[config.mk]
export PLATFORM = sky130hd
export DESIGN_NAME = wol_magic_detect
export DESIGN_NICKNAME = d
export VERILOG_FILES = /design/src/rtl/wol_pkg.sv /design/src/rtl/wol_arm.sv /design/src/rtl/wol_hdr_skip.sv /design/src/rtl/wol_matcher.sv /design/src/rtl/wol_magic_detect.sv
export SDC_FILE = /design/constraint.sdc
export NUM_CORES = 1
export LEC_CHECK = 0
export BUFFER_PORTS_ARGS = -buffer_cell sky130_fd_sc_hd__clkbuf_2
export CORE_MARGIN = 8
export CORE_UTILIZATION = 45
export DETAILED_ROUTE_END_ITERATION = 10
export MAX_ROUTING_LAYER = met4
export PLACE_DENSITY_LB_ADDON = 0.25
export SLEW_MARGIN = 40
export SYNTH_ARGS = -nofsm -noshare
export SYNTH_HDL_FRONTEND = slang
export SYNTH_SLANG_ARGS = --single-unit
[constraint.sdc]
create_clock -name clk -period 3.1 [get_ports clk]
set_clock_uncertainty 0.2 [all_clocks]
set_input_delay 0.155 -clock clk [delete_from_list [all_inputs] [get_ports clk]]
set_output_delay 0.155 -clock clk [all_outputs]
set_load 0.02 [all_outputs]
[src/rtl/wol_pkg.sv]
package wol_pkg;
  localparam int MAC_OCTETS = 6;

  typedef enum logic [1:0] {
    PWR_FULL  = 2'b00,
    PWR_LIGHT = 2'b01,
    PWR_DEEP  = 2'b10,
    PWR_OFF   = 2'b11
  } pwr_e;
endpackage

[src/rtl/wol_arm.sv]
module wol_arm
  import wol_pkg::*;
(
  input  logic [1:0] pwr_state,
  input  logic       mp_enable,
  output logic       armed
);
  pwr_e pwr;
  assign pwr = pwr_e'(pwr_state);

  always_comb begin
    unique case (pwr)
      PWR_FULL:  armed = mp_enable;
      PWR_LIGHT: armed = 1'b1;
      default:   armed = 1'b0;
    endcase
  end
endmodule

[src/rtl/wol_hdr_skip.sv]
module wol_hdr_skip #(
  parameter int HDR_BYTES = 12
) (
  input  logic clk,
  input  logic rst,
  input  logic rx_valid,
  input  logic rx_sof,
  output logic in_payload
);
  localparam int CW = $clog2(HDR_BYTES + 1);
  localparam logic [CW-1:0] LIMIT = CW'(HDR_BYTES);

  logic [CW-1:0] seen;
  logic [CW-1:0] pos;

  assign pos        = rx_sof ? '0 : seen;
  assign in_payload = rx_valid && (pos >= LIMIT);

  always_ff @(posedge clk) begin
    if (rst) begin
      seen <= LIMIT;
    end else if (rx_valid) begin
      seen <= (pos == LIMIT) ? LIMIT : pos + 1'b1;
    end
  end

  assert_hdr_bound_R3: assert property (@(posedge clk) disable iff (rst)
    seen <= LIMIT);
endmodule

[src/rtl/wol_matcher.sv]
module wol_matcher
  import wol_pkg::*;
#(
  parameter int SYNC_LEN = 6,
  parameter int NUM_REPS = 16
) (
  input  logic        clk,
  input  logic        rst,
  input  logic        restart,
  input  logic        byte_vld,
  input  logic [7:0]  byte_in,
  input  logic [47:0] mac,
  output logic        found,
  output logic        hit_now
);
  localparam int SW = $clog2(SYNC_LEN + 1);
  localparam int OW = $clog2(MAC_OCTETS);
  localparam int RW = (NUM_REPS > 1) ? $clog2(NUM_REPS) : 1;
  localparam logic [SW-1:0] SYNC_FULL = SW'(SYNC_LEN);
  localparam logic [OW-1:0] OCT_LAST  = OW'(MAC_OCTETS - 1);
  localparam logic [RW-1:0] REP_LAST  = RW'(NUM_REPS - 1);

  logic [7:0] mac_oct [MAC_OCTETS];
  for (genvar k = 0; k < MAC_OCTETS; k++) begin : g_oct
    assign mac_oct[k] = mac[(MAC_OCTETS-k)*8-1 -: 8];
  end

  logic [SW-1:0] sync_cnt, sync_nx;
  logic          in_addr, in_addr_nx;
  logic [OW-1:0] oct_idx, oct_nx;
  logic [RW-1:0] rep_idx, rep_nx;
  logic          found_nx;

  logic is_ff, oct_hit;
  assign is_ff   = (byte_in == 8'hFF);
  assign oct_hit = (byte_in == mac_oct[oct_idx]);
  assign hit_now = byte_vld && in_addr && oct_hit &&
                   (oct_idx == OCT_LAST) && (rep_idx == REP_LAST);

  always_comb begin
    sync_nx    = sync_cnt;
    in_addr_nx = in_addr;
    oct_nx     = oct_idx;
    rep_nx     = rep_idx;
    found_nx   = found;
    if (restart) begin
      sync_nx    = '0;
      in_addr_nx = 1'b0;
      oct_nx     = '0;
      rep_nx     = '0;
      found_nx   = 1'b0;
    end else if (byte_vld) begin
      if (in_addr) begin
        if (oct_hit) begin
          if (oct_idx == OCT_LAST) begin
            oct_nx = '0;
            if (rep_idx == REP_LAST) begin
              found_nx   = 1'b1;
              in_addr_nx = 1'b0;
              rep_nx     = '0;
              sync_nx    = '0;
            end else begin
              rep_nx = rep_idx + 1'b1;
            end
          end else begin
            oct_nx = oct_idx + 1'b1;
          end
        end else begin
          in_addr_nx = 1'b0;
          oct_nx     = '0;
          rep_nx     = '0;
          sync_nx    = is_ff ? SW'(1) : '0;
        end
      end else if ((sync_cnt == SYNC_FULL) && oct_hit) begin
        in_addr_nx = 1'b1;
        oct_nx     = OW'(1);
        rep_nx     = '0;
        sync_nx    = '0;
      end else if (is_ff) begin
        sync_nx = (sync_cnt == SYNC_FULL) ? SYNC_FULL : sync_cnt + 1'b1;
      end else begin
        sync_nx = '0;
      end
    end
  end

  always_ff @(posedge clk) begin
    if (rst) begin
      sync_cnt <= '0;
      in_addr  <= 1'b0;
      oct_idx  <= '0;
      rep_idx  <= '0;
      found    <= 1'b0;
    end else begin
      sync_cnt <= sync_nx;
      in_addr  <= in_addr_nx;
      oct_idx  <= oct_nx;
      rep_idx  <= rep_nx;
      found    <= found_nx;
    end
  end

  assert_sync_bound_R7: assert property (@(posedge clk) disable iff (rst)
    sync_cnt <= SYNC_FULL);
  assert_rep_bound_R2: assert property (@(posedge clk) disable iff (rst)
    rep_idx <= REP_LAST);
  assert_addr_entry_R2: assert property (@(posedge clk) disable iff (rst)
    $rose(in_addr) |-> ($past(sync_cnt) == SYNC_FULL));
  assert_found_entry_R2: assert property (@(posedge clk) disable iff (rst)
    $rose(found) |-> $past(in_addr));
endmodule

[src/rtl/wol_magic_detect.sv]
module wol_magic_detect
  import wol_pkg::*;
#(
  parameter int SYNC_LEN  = 6,
  parameter int NUM_REPS  = 16,
  parameter int HDR_BYTES = 12
) (
  input  logic        clk,
  input  logic        rst,
  input  logic        rx_valid,
  input  logic        rx_sof,
  input  logic        rx_eof,
  input  logic [7:0]  rx_data,
  input  logic        rx_good,
  input  logic [47:0] station_mac,
  input  logic        mp_enable,
  input  logic [1:0]  pwr_state,
  input  logic        status_clr,
  output logic        wake_pulse,
  output logic        wake_status
);
  logic armed, in_payload, found, hit_now, seen_all, wake_now;

  wol_arm u_arm (
    .pwr_state (pwr_state),
    .mp_enable (mp_enable),
    .armed     (armed)
  );

  wol_hdr_skip #(.HDR_BYTES(HDR_BYTES)) u_hdr (
    .clk        (clk),
    .rst        (rst),
    .rx_valid   (rx_valid),
    .rx_sof     (rx_sof),
    .in_payload (in_payload)
  );

  wol_matcher #(.SYNC_LEN(SYNC_LEN), .NUM_REPS(NUM_REPS)) u_match (
    .clk      (clk),
    .rst      (rst),
    .restart  (rx_valid && rx_sof),
    .byte_vld (in_payload),
    .byte_in  (rx_data),
    .mac      (station_mac),
    .found    (found),
    .hit_now  (hit_now)
  );

  assign seen_all = (found && !rx_sof) || hit_now;
  assign wake_now = rx_valid && rx_eof && rx_good && armed && seen_all;

  always_ff @(posedge clk) begin
    if (rst) begin
      wake_pulse  <= 1'b0;
      wake_status <= 1'b0;
    end else begin
      wake_pulse <= wake_now;
      if (wake_now)        wake_status <= 1'b1;
      else if (status_clr) wake_status <= 1'b0;
    end
  end

  assert_pulse_single_R9: assert property (@(posedge clk) disable iff (rst)
    wake_pulse |=> !wake_pulse);
  assert_pulse_at_end_R9: assert property (@(posedge clk) disable iff (rst)
    wake_pulse |-> $past(rx_valid && rx_eof && rx_good));
  assert_pulse_power_R6: assert property (@(posedge clk) disable iff (rst)
    wake_pulse |-> !$past(pwr_state[1]));
  assert_full_needs_en_R4: assert property (@(posedge clk) disable iff (rst)
    (wake_pulse && ($past(pwr_state) == 2'b00)) |-> $past(mp_enable));
  assert_status_clear_R10: assert property (@(posedge clk) disable iff (rst)
    $fell(wake_status) |-> $past(status_clr));
  assert_status_set_R10: assert property (@(posedge clk) disable iff (rst)
    wake_pulse |-> wake_status);
endmodule

==> summary.md, run 1 <==
| Metric | Value |
|---|---|
| Placer Congestion | `0.880` |
| DRC Markers | `0` |
| CP endpoint kind | `register` |
| Crit share post-route | `0.927` |
| Worst vdd rail ir drop | `0.000318 V` |
| Count of final max-slew check failures | `0` |
| Reg-to-reg setup timing slack | `230 ps` |
| Ys Warns | `0` |
| Slowest stage delay, CP | `500 ps` |
| Dpl cells | `271` |
| Mapped Cells | `161` |
| Layout Nets | `306` |
| FP Rows | `21` |
| RSZ-0062 raised after global routing | `no` |
| Hold Path Class | `in2reg` |
| First-pass GRT wire length | `7100 microns` |
| CTS sink cnt | `18` |
| Final cell count without fillers | `280` |
| Fmax | `348 MHz` |
| Tmin final | `2870 ps` |
| DIE AREA | `5620 sq um` |
| Initial core utilization | `0.469` |
| Critical path cell sequence | `buf_12 > mux4_2 > a22oi_1 > xnor2_1 > nor4_4 > buf_4 > nand3_4 > o21ai_2 > mux2i_1` |
| Tot GR Track Use | `0.158` |
| CTS tree | `done` |
| Slowest-stage cell, CP | `mux4_2` |
| Critical Path RT | `3120 ps` |
| CP Max Fanout | `18` |
| Seq/Total Area, Yosys | `0.230` |
| Chip height | `75.0 microns` |
| Top post-synthesis cells by area | `dfxtp_1 (23%), mux4_2 (12%), mux2_1 (5.0%), xnor2_1 (4.5%), ha_1 (4.0%)` |
| Cell taking the most area after synthesis | `dfxtp_1` |
| Crit path from | `u_match.oct_idx[0]` |
| Critical setup path kind | `reg2reg` |
| Static leakage | `0.881 nW` |
| Post-Route WL | `4200 microns` |
| Max cap viols | `0` |
| IO Count | `68` |
| Top-count cell post-synth | `dfxtp_1` |
| CTS Root Cell | `clkbuf_4` |
| IO Port Bufs | `67` |
| Diode count | `0` |
| Slew HR | `0.687` |
| Core Area | `3340 sq um` |
| Synth cell count leaders | `dfxtp_1 (18), nor2_1 (11), a21oi_1 (9)` |
| Later-pin clock latency in the skew report | `290 ps` |
| Synth top area share | `0.230` |
| Post-synth net total | `232` |
| Top FF cell, synth | `dfxtp_1` |
| Post-synth EDFFs | `0` |
| Largest net degree at the start of global routing | `19` |
| Remaining global-route overflow | `0` |
| Setup TNS | `0 ps` |
| CTS Buf Count | `3` |
| Slew @ Worst Pin | `467 ps` |
| Startpoint types | `register` |
| Vias/cell | `5.61` |
| Ys async rst share | `0` |
| Vias | `1570` |
| Area grow syn2layout | `30.4%` |
| Hold Fails Final Rpt | `0` |
| Worst reg2reg path startpoint | `u_match.oct_idx[0]` |
| Syn Area/Cell | `9.72 sq um` |
| Drt wl/cell | `15.0 microns` |
| Status | `complete, no violations` |
| Synth Register Bits | `18` |
| Clk pin slew, worst setup/hold paths | `110 ps` |
| H-tree lvl count | `1` |
| PwrDens | `250 nW/um^2` |
| # setup viols final | `0` |
| Hold Crit Start | `rx_sof` |
| DRT iter0 DRCs | `48` |
| Fillers | `303` |
| Post-synth cell types | `48` |
| CTS max path bufs | `2` |
| Share of cells above drive strength 1 | `0.427` |
| Initial antenna violation count | `0` |
| 1st-pass router iterations | `4` |
| Die X-Extent | `75.0 microns` |
| Antenna-violating nets left | `0` |
| Synth Cell Area | `1570 sq um` |
| Critical Path AT | `2900 ps` |
| Number of global-route vias before repair | `1650` |
| Final HPWL DP | `3470 microns` |
==> per-layer routing <==
metal	vias to the layer above	GRT usage	part of all wire
met3	4	0.0306	0.085
met2	71	0.274	0.47
met5	-	-	0
met4	0	0.0261	0.0045
li1	775	-	-
met1	720	0.186	0.44
==> kinds of logic (layout without fill, tap and decap cells) <==
logic type,count (synthesis),after routing,share of synthesized area
AOI/OAI and AO/OA,45,45,0.230
DFF,18,18,0.230
and+or+nand+nor,48,48,0.196
adders and majority gates,5,5,0.0400
muxes,21,21,0.205
buffers and inverters,16,89,0.0536
xor gates and xnor gates,8,8,0.0448
==> path summary, 6_finish.rpt <==
| check | endpoint | cells past startpoint |
|---|---|---|
| worst max-delay path | u_match.sync_cnt[0] | 9 |
| worst min-delay path | wake_pulse | 3 |
| worst max register to register | u_match.sync_cnt[0] | 9 |
| worst min register to register | u_match.found | 2 |
==> repair_timing <==
item / 4_1_cts / 5_1_grt
hold buffers: 4 / 0
resized for setup: 0 / 0
endpoints found under the hold margin: 5 / 0
setup endpoints to repair: 0 / 6
setup buffers: 0 / 1
==> through the flow <==
step | hold WS (ps) | setup slack, ps | util | total power, mW | cell area [sq um]
2_1_floorplan | 128 | 433 | - | 0.309 | 1570
3_3_place_gp | 236 | 164 | 0.586 | 0.363 | 1950
3_5_place_dp | 241 | 64.4 | 0.586 | 0.365 | 1950
4_1_cts | 68.1 | 36.1 | 0.609 | 0.511 | 2030
5_1_grt | 106 | 7.00 | 0.612 | 0.538 | 2040
6_report | 80.4 | 225 | 0.612 | 0.511 | 2040
==> cells in the final DEF, fill, tap and decap left out, types with 2 or more instances in the layout <==
cell,count
clkbuf_2,67
dfxtp_1,18
nor2_1,11
a21oi_1,9
mux4_2,8
xnor2_1,8
inv_1,7
mux2_1,7
a22oi_1,7
nand3_1,6
nand4_1,6
ha_1,5
buf_4,5
nor2b_1,4
a21o_1,4
mux2i_1,4
nand2_1,4
dlygate4sd3_1,4
a311oi_1,3
a22o_1,3
o211ai_1,3
clkbuf_4,3
nand2b_1,2
mux2_2,2
nor4_4,2
a31oi_1,2
a31o_1,2
nor3_1,2
nor3b_1,2
o21ai_0,2
==> flip-flops by register name (all words and copies together), names as in the netlist <==
signal	cells
u_match.oct_idx	3
u_match.in_addr	1
u_hdr.seen	4
wake_status	1
wake_pulse	1
u_match.sync_cnt	3
u_match.found	1
u_match.rep_idx	4
==> area by class of cell <==
type / count / area [sq um] / area share
Multi-Input combinational cell: 127 / 1120 / 0.551
Timing Repair Buffer: 77 / 433 / 0.212
Sequential cell: 18 / 360 / 0.177
Tap cell: 46 / 57.6 / 0.0282
Clock buffer: 4 / 36.3 / 0.0178
Inverter: 8 / 30.0 / 0.0147
==> report_power, final <==
part,switching [mW],internal (mW)
clock network,0.0756,0.0714
registers,0.00481,0.235
logic,0.0554,0.0685
==> worst max-delay path: cells and delay by family (launching register included) <==
family | cells | cell delay [ps]
simple gates | 2 | 490
xor+xnor | 1 | 140
compound gates | 2 | 450
mux | 2 | 720
buf+inv | 2 | 390
flops | 1 | 400
Note: power is estimated with default switching activity, not from simulation.
==> run 2: changes to the inputs <==
ABC_AREA = 1   (was default)
==> run 2 against run 1 <==
Non-clock buffer count is 5 lower. First-iteration DRC count grew 110%. Core utilization down 3.8 points. Via count rose by 38%. Combinational power increased by 18%. Cell count is 60% higher. Critical path type unchanged. Largest power group unchanged.
==> summary.md, run 2 <==
| Metric | Value |
|---|---|
| Status | `complete, no violations (unchanged)` |
| Final HPWL DP | `4110 microns (was 3470 microns)` |
| DRC Markers | `0 (unchanged)` |
| Slew @ Worst Pin | `434 ps (was 467 ps)` |
| Static leakage | `1.29 nW (was 0.881 nW)` |
| Layout Nets | `469 (was 306)` |
| Cts hold-fix bufs | `3 (was 4)` |
| Largest net degree at the start of global routing | `28 (was 19)` |
| Post-Route WL | `5010 microns (was 4200 microns)` |
| Tot GR Track Use | `0.164 (was 0.158)` |
| Multi-input gate area | `1210 sq um (was 1120 sq um)` |
| Antenna-violating nets left | `0 (unchanged)` |
| Setup Buffers After CTS | `0 (unchanged)` |
| 1st-pass router iterations | `4 (unchanged)` |
| First-pass GRT wire length | `8620 microns (was 7100 microns)` |
| Seq/Total Area, Yosys | `0.195 (was 0.230)` |
| Number of global-route vias before repair | `2117 (was 1650)` |
| Hold Path Class | `in2reg (unchanged)` |
| Core Area | `3970 sq um (was 3340 sq um)` |
| Chip height | `80.1 microns (was 75.0 microns)` |
| Share of cells above drive strength 1 | `0.229 (was 0.427)` |
| Startpoint types | `register (unchanged)` |
| Critical Path AT | `2340 ps (was 2900 ps)` |
| Initial antenna violation count | `0 (unchanged)` |
| Post-synth EDFFs | `0 (unchanged)` |
| Tmin final | `2380 ps (was 2870 ps)` |
| Post-synth cell types | `33 (was 48)` |
| FP Rows | `23 (was 21)` |
| CTS Buf Count | `3 (unchanged)` |
| Crit share post-route | `0.768 (was 0.927)` |
| Count of final max-slew check failures | `0 (unchanged)` |
| H-tree lvl count | `1 (unchanged)` |
| Ys Warns | `0 (unchanged)` |
| Top-count cell post-synth | `nand2_1 (was dfxtp_1)` |
| Die X-Extent | `80.1 microns (was 75.0 microns)` |
| Resize count post-CTS | `0 (unchanged)` |
| Diode count | `0 (unchanged)` |
| CP Max Fanout | `27 (was 18)` |
| Vias | `2163 (was 1570)` |
| Max cap viols | `0 (unchanged)` |
| Worst vdd rail ir drop | `0.000183 V (was 0.000318 V)` |
| Ys async rst share | `0 (unchanged)` |
| # setup viols final | `0 (unchanged)` |
| Setup TNS | `0 ps (unchanged)` |
| CTS Root Cell | `clkbuf_8 (was clkbuf_4)` |
| CTS tree | `done (unchanged)` |
| Top FF cell, synth | `dfxtp_1 (unchanged)` |
| Drt wl/cell | `11.2 microns (was 15.0 microns)` |
| Fmax | `420 MHz (was 348 MHz)` |
| Most common cell after layout, fill and taps aside | `nand2_1 (was clkbuf_2)` |
| Initial core utilization | `0.465 (was 0.469)` |
| Syn Area/Cell | `5.61 sq um (was 9.72 sq um)` |
| Synth cell count leaders | `nand2_1 (131), inv_1 (51), nor2_1 (22) (was dfxtp_1 (18), nor2_1 (11), a21oi_1 (9))` |
| Top post-synthesis cells by area | `nand2_1 (27%), dfxtp_1 (20%), inv_1 (10%), nand3_1 (5.4%), nor2_1 (4.5%) (was dfxtp_1 (23%), mux4_2 (12%), mux2_1 (5.0%), xnor2_1 (4.5%), ha_1 (4.0%))` |
| Remaining global-route overflow | `0 (unchanged)` |
| PwrDens | `256 nW/um^2 (was 250 nW/um^2)` |
| Placer Congestion | `0.924 (was 0.880)` |
| Slew HR | `0.710 (was 0.687)` |
| Reg-to-reg setup timing slack | `720 ps (was 230 ps)` |
| Hold Fails Final Rpt | `0 (unchanged)` |
| CTS sink cnt | `18 (unchanged)` |
| Post-synth net total | `400 (was 232)` |
| Biggest regs | `u_hdr.seen x4, u_match.rep_idx x4 (unchanged)` |
| CP endpoint kind | `register (unchanged)` |
| CTS max path bufs | `2 (unchanged)` |
| Cell taking the most area after synthesis | `nand2_1 (was dfxtp_1)` |
| Mapped Cells | `329 (was 161)` |
| DRT iter0 DRCs | `102 (was 48)` |
| Critical Path RT | `3060 ps (was 3120 ps)` |
| Clk pin slew, worst setup/hold paths | `70 ps (was 110 ps)` |
| RSZ-0062 raised after global routing | `no (unchanged)` |
| Reg area | `360 sq um (unchanged)` |
| Critical setup path kind | `reg2reg (unchanged)` |
| Synth Register Bits | `18 (unchanged)` |
| DIE AREA | `6410 sq um (was 5620 sq um)` |
| Area grow syn2layout | `23.4% (was 30.4%)` |
| Synth top area share | `0.266 (was 0.230)` |
| Fillers | `441 (was 303)` |
| IO Count | `68 (unchanged)` |
| Synth Cell Area | `1850 sq um (was 1570 sq um)` |
| Total power draw | `583 uW (was 511 uW)` |
| IO Port Bufs | `67 (unchanged)` |
| Later-pin clock latency in the skew report | `260 ps (was 290 ps)` |
| Most frequent cells in the layout | `nand2_1 (131), clkbuf_2 (67), inv_1 (51) (was clkbuf_2 (67), dfxtp_1 (18), nor2_1 (11))` |
| Vias/cell | `4.84 (was 5.61)` |
-- run 2: cell types whose count changed in the layout (fill, tap and decap cells not counted), moves of 4 or more --
cell / previous run / this run
a21o_1: 4 / 0
a22oi_1: 7 / 0
inv_1: 7 / 51
mux2_1: 7 / 0
mux2i_1: 4 / 0
mux4_2: 8 / 0
nand2_1: 4 / 131
nand3_1: 6 / 20
nand3b_1: 0 / 5
nor2_1: 11 / 22
nor2b_1: 4 / 0
o21ai_0: 2 / 7
or2_1: 0 / 6
xnor2_1: 8 / 0
-- run 2: area by class of cell --
cell class,count,share of cell area
multi-input cells,248,0.530
repair buffers,72,0.167
flip-flops and latches,18,0.158
inverters,55,0.0928
well taps,50,0.0275
clock buffers,4,0.0242
-- run 2: kinds of logic after synthesis --
group | count (synthesis) | share of synthesized area
simple gates | 208 | 0.497
fa+ha+maj | 5 | 0.0339
compound gates | 33 | 0.114
buf+inv | 63 | 0.150
flops | 18 | 0.195
xor+xnor | 2 | 0.00949
-- run 2: metal layers --
layer,track usage,part of all wire
met3,0.0346,0.075
met2,0.290,0.48
met5,-,0
met1,0.182,0.44
met4,0.0382,0.0080
-- run 2: per-stage QoR --
stage	std cells	cell area [sq um]	worst slack [ps]	hold WS (ps)	utilization
4_1_cts	447	2280	731	43.3	0.574
3_3_place_gp	440	2190	758	206	0.552
6_report	447	2280	720	42.9	0.574
5_1_grt	447	2280	441	74.9	0.574
2_1_floorplan	329	1850	1090	33.5	-
3_5_place_dp	440	2190	741	234	0.552
-- run 2: power by group --
part	leakage [nW]	internal, mW	switching (mW)	total (mW)
clock network	0.0288	0.113	0.0800	0.193
logic	1.11	0.0680	0.0781	0.146
registers	0.146	0.239	0.00525	0.244
total	1.29	0.420	0.163	0.583
-- run 2: critical path: stages, from the launching register on --
cell and delay, ps:
dfxtp_1 400, buf_4 310, nand2_1 90, nand2_1 80, nand2_1 50, nand2_1 70
nand2_1 70, nand2_1 80, nand2_1 50, nand2_1 60, nand2_1 80, nor2_4 200
nand3_2 130, inv_2 110, nand2_2 80, nand2_2 80, nand2_1 50, nand2_1 50
nor2_1 40
-- run 2: final timing paths --
kind,cells past startpoint,from,endpoint
setup / recovery,18,u_match.oct_idx[0],u_match.sync_cnt[2]
hold / removal,4,rx_eof,wake_pulse
setup reg to reg,18,u_match.oct_idx[0],u_match.sync_cnt[2]
hold reg to reg,2,u_match.found,u_match.found
==> run 3: changes to the inputs <==
clock period = 2.1 ns   (was 3.1 ns; I/O delays follow)
==> run 3 against run 2 <==
Wire length is 6.8% higher. The run now ends with negative setup slack left. Count of clock-buffer cells in the layout is the same. Non-clock buffer count rose by 18. Die area did not move. First-iteration DRC count rose by 4.9%. Largest cell class unchanged.
==> summary.md, run 3 (synthesized netlist as in run 2, its figures left out) <==
| Metric | Value |
|---|---|
| Count of final max-slew check failures | `0 (unchanged)` |
| Min Hold Slack | `18.9 ps (was 42.9 ps)` |
| Worst reg2reg path startpoint | `u_match.oct_idx[0] (unchanged)` |
| Fin util | `0.642 (was 0.574)` |
| CTS tree | `done (unchanged)` |
| Number of global-route vias before repair | `2158 (was 2117)` |
| Later-pin clock latency in the skew report | `250 ps (was 260 ps)` |
| Hold Crit Endpoint | `wake_pulse (unchanged)` |
| Slew HR | `0.700 (was 0.710)` |
| Clk pwr share | `0.321 (was 0.331)` |
| Failing checks | `negative setup slack` |
| CP top delay family | `simple AND/OR/NAND/NOR gates (unchanged)` |
| Total power draw | `880 uW (was 583 uW)` |
| Hold Path Class | `in2reg (unchanged)` |
| Status | `complete, but fails checks (was complete, no violations)` |
| IO Count | `68 (unchanged)` |
| DRC Markers | `0 (unchanged)` |
| Critical path cell sequence | `buf_12 > or2_1 > o211ai_1 > nand2_1 > nand2_1 > nand2_1 > inv_1 > nand2_2 > nor2_4 > buf_6 > nand4_1 > nand3_4 > nand2_2 > nand2_1 > nor2_1 (was buf_4 > nand2_1 > nand2_1 > nand2_1 > nand2_1 > nand2_1 > nand2_1 > nand2_1 > nand2_1 > nand2_1 > nor2_4 > nand3_2 > inv_2 > nand2_2 > nand2_2 > nand2_1 > nand2_1 > nor2_1)` |
| Initial core utilization | `0.465 (unchanged)` |
| P_int | `632 uW (was 420 uW)` |
| DIE AREA | `6410 sq um (unchanged)` |
| Slowest stage delay, CP | `390 ps (was 400 ps)` |
| Post-DP Area | `2270 sq um (was 2190 sq um)` |
| Final Cell Area | `2550 sq um (was 2280 sq um)` |
| Most frequent cells in the layout | `nand2_1 (128), clkbuf_2 (67), inv_1 (51) (was nand2_1 (131), clkbuf_2 (67), inv_1 (51))` |
| Crit share post-route | `1.06 (was 0.768)` |
| Hold Crit Start | `mp_enable (was rx_eof)` |
| RR Endpoint | `u_match.rep_idx[3] (was u_match.sync_cnt[2])` |
| DRT iter0 DRCs | `107 (was 102)` |
| 1st-pass router iterations | `4 (unchanged)` |
| Tmin final | `2220 ps (was 2380 ps)` |
| P_sw | `248 uW (was 163 uW)` |
| Vias | `2266 (was 2163)` |
| Slowest-stage cell, CP | `dfxtp_4 (was dfxtp_1)` |
| Diode count | `0 (unchanged)` |
| First-pass GRT wire length | `8780 microns (was 8620 microns)` |
| Worst setup margin | `-123 ps (was 720 ps)` |
| CP endpoint kind | `register (unchanged)` |
| Vias/cell | `4.87 (was 4.84)` |
| Core Area | `3970 sq um (unchanged)` |
| Clk pin slew, worst setup/hold paths | `70 ps (about the same)` |
| Antenna-violating nets left | `0 (unchanged)` |
| Critical Path RT | `2050 ps (was 3060 ps)` |
| Critical Path AT | `2170 ps (was 2340 ps)` |
| Fillers | `381 (was 441)` |
| IO Port Bufs | `67 (unchanged)` |
| Most common cell after layout, fill and taps aside | `nand2_1 (unchanged)` |
| FP Rows | `23 (unchanged)` |
| Placer Congestion | `0.895 (was 0.924)` |
| Reg-to-reg setup timing slack | `-120 ps (was 720 ps)` |
| PwrDens | `345 nW/um^2 (was 256 nW/um^2)` |
| CTS max path bufs | `2 (unchanged)` |
| Share of cells above drive strength 1 | `0.284 (was 0.229)` |
| CTS Root Cell | `clkbuf_8 (unchanged)` |
| Hold Path Depth | `4 (unchanged)` |
| Static leakage | `1.40 nW (was 1.29 nW)` |
| Startpoint types | `register (unchanged)` |
| Remaining global-route overflow | `0 (unchanged)` |
| Layout Nets | `487 (was 469)` |
| Initial antenna violation count | `0 (unchanged)` |
| H-tree lvl count | `1 (unchanged)` |
| Biggest regs | `u_hdr.seen x4, u_match.rep_idx x4 (unchanged)` |
| Worst r2r path cells | `15 (was 18)` |
| Worst vdd rail ir drop | `0.000253 V (was 0.000183 V)` |
| Buf+Inv Stages, Crit Path | `3 (was 2)` |
| Tot GR Track Use | `0.166 (was 0.164)` |
| Power share of the sequential group | `0.409 (was 0.418)` |
| Hold Fails Final Rpt | `0 (unchanged)` |
| Final HPWL DP | `4080 microns (was 4110 microns)` |
| Net Sw Frac | `0.282 (was 0.280)` |
| RSZ-0062 raised after global routing | `yes (was no)` |
| Largest net degree at the start of global routing | `26 (was 28)` |
| CTS Buf Count | `3 (unchanged)` |
| Top cell by count, worst path | `nand2_1 (unchanged)` |
| Max cap viols | `0 (unchanged)` |
| Slew @ Worst Pin | `450 ps (was 434 ps)` |
| Drt wl/cell | `11.5 microns (was 11.2 microns)` |
| Post-Route WL | `5350 microns (was 5010 microns)` |
| Logic pwr share | `0.271 (was 0.251)` |
| Chip height | `80.1 microns (unchanged)` |
| Fmax | `450 MHz (was 420 MHz)` |
| Area grow syn2layout | `38.1% (was 23.4%)` |
| CP Max Fanout | `6 (was 27)` |
| Critical setup path kind | `reg2reg (unchanged)` |
| # setup viols final | `10 (was 0)` |
| CTS sink cnt | `18 (unchanged)` |
| Die X-Extent | `80.1 microns (unchanged)` |
[run 3: final cells by class]
cell class | count | area, sq um | area share
sequential | 18 | 364 | 0.143
tap | 50 | 62.6 | 0.0245
multi-input combinational | 248 | 1280 | 0.502
clock buffer | 4 | 55.1 | 0.0216
timing repair buffer | 90 | 576 | 0.226
inverter | 55 | 214 | 0.0839
[run 3: worst max-delay path by stage]
stage / start / end / slack (ps) / cells past startpoint
after floorplan: u_match.oct_idx[0] / u_match.sync_cnt[1] / 90 / 16
after global placement: u_match.oct_idx[0] / u_match.sync_cnt[1] / -80 / 18
after detailed placement: u_match.oct_idx[0] / u_match.sync_cnt[2] / -120 / 18
after CTS: u_match.oct_idx[0] / u_match.sync_cnt[1] / -80 / 16
after global routing: u_match.oct_idx[0] / u_match.rep_idx[3] / -310 / 17
final: u_match.oct_idx[0] / u_match.rep_idx[3] / -120 / 15
[run 3: power groups by stage]
stage	clock [mW]	combinational (mW)	sequential, mW
5_1_grt	0.303	0.271	0.361
4_1_cts	0.291	0.219	0.360
3_3_place_gp	0	0.208	0.368
2_1_floorplan	0	0.121	0.366
3_5_place_dp	0	0.209	0.368
6_report	0.282	0.238	0.360
[run 3: through the flow]
stage,TNS [ps],instances,worst slack (ps)
floorplan,0,329,93.2
global route,-3080,465,-307
CTS,-334,459,-76.4
detailed placement,-740,449,-120
finish,-898,465,-123
global placement,-423,449,-75.5
[run 3: worst reg2reg max path: stages, from the launching register on]
cell and delay, ps:
dfxtp_4 390, buf_12 140, or2_1 210, o211ai_1 110, nand2_1 90, nand2_1 60
nand2_1 50, inv_1 60, nand2_2 70, nor2_4 210, buf_6 130, nand4_1 130
nand3_4 130, nand2_2 60, nand2_1 50, nor2_1 50
[run 3: routing by layer]
layer	track usage	routed length [microns]	vias up	part of all wire
met5	-	0	-	0
met3	0.0346	436	7	0.081
met1	0.191	2320	997	0.43
li1	-	-	1196	-
met2	0.286	2540	66	0.47
met4	0.0382	53	0	0.0099
[run 3: timing repair]
action / in CTS / in global routing
cloned: 0 / 2
endpoints found under the hold margin: 5 / 0
setup buffers: 1 / 4
setup endpoints to repair: 11 / 15
pin swaps: 1 / 19
hold buffers: 5 / 0
gates resized for setup: 2 / 21
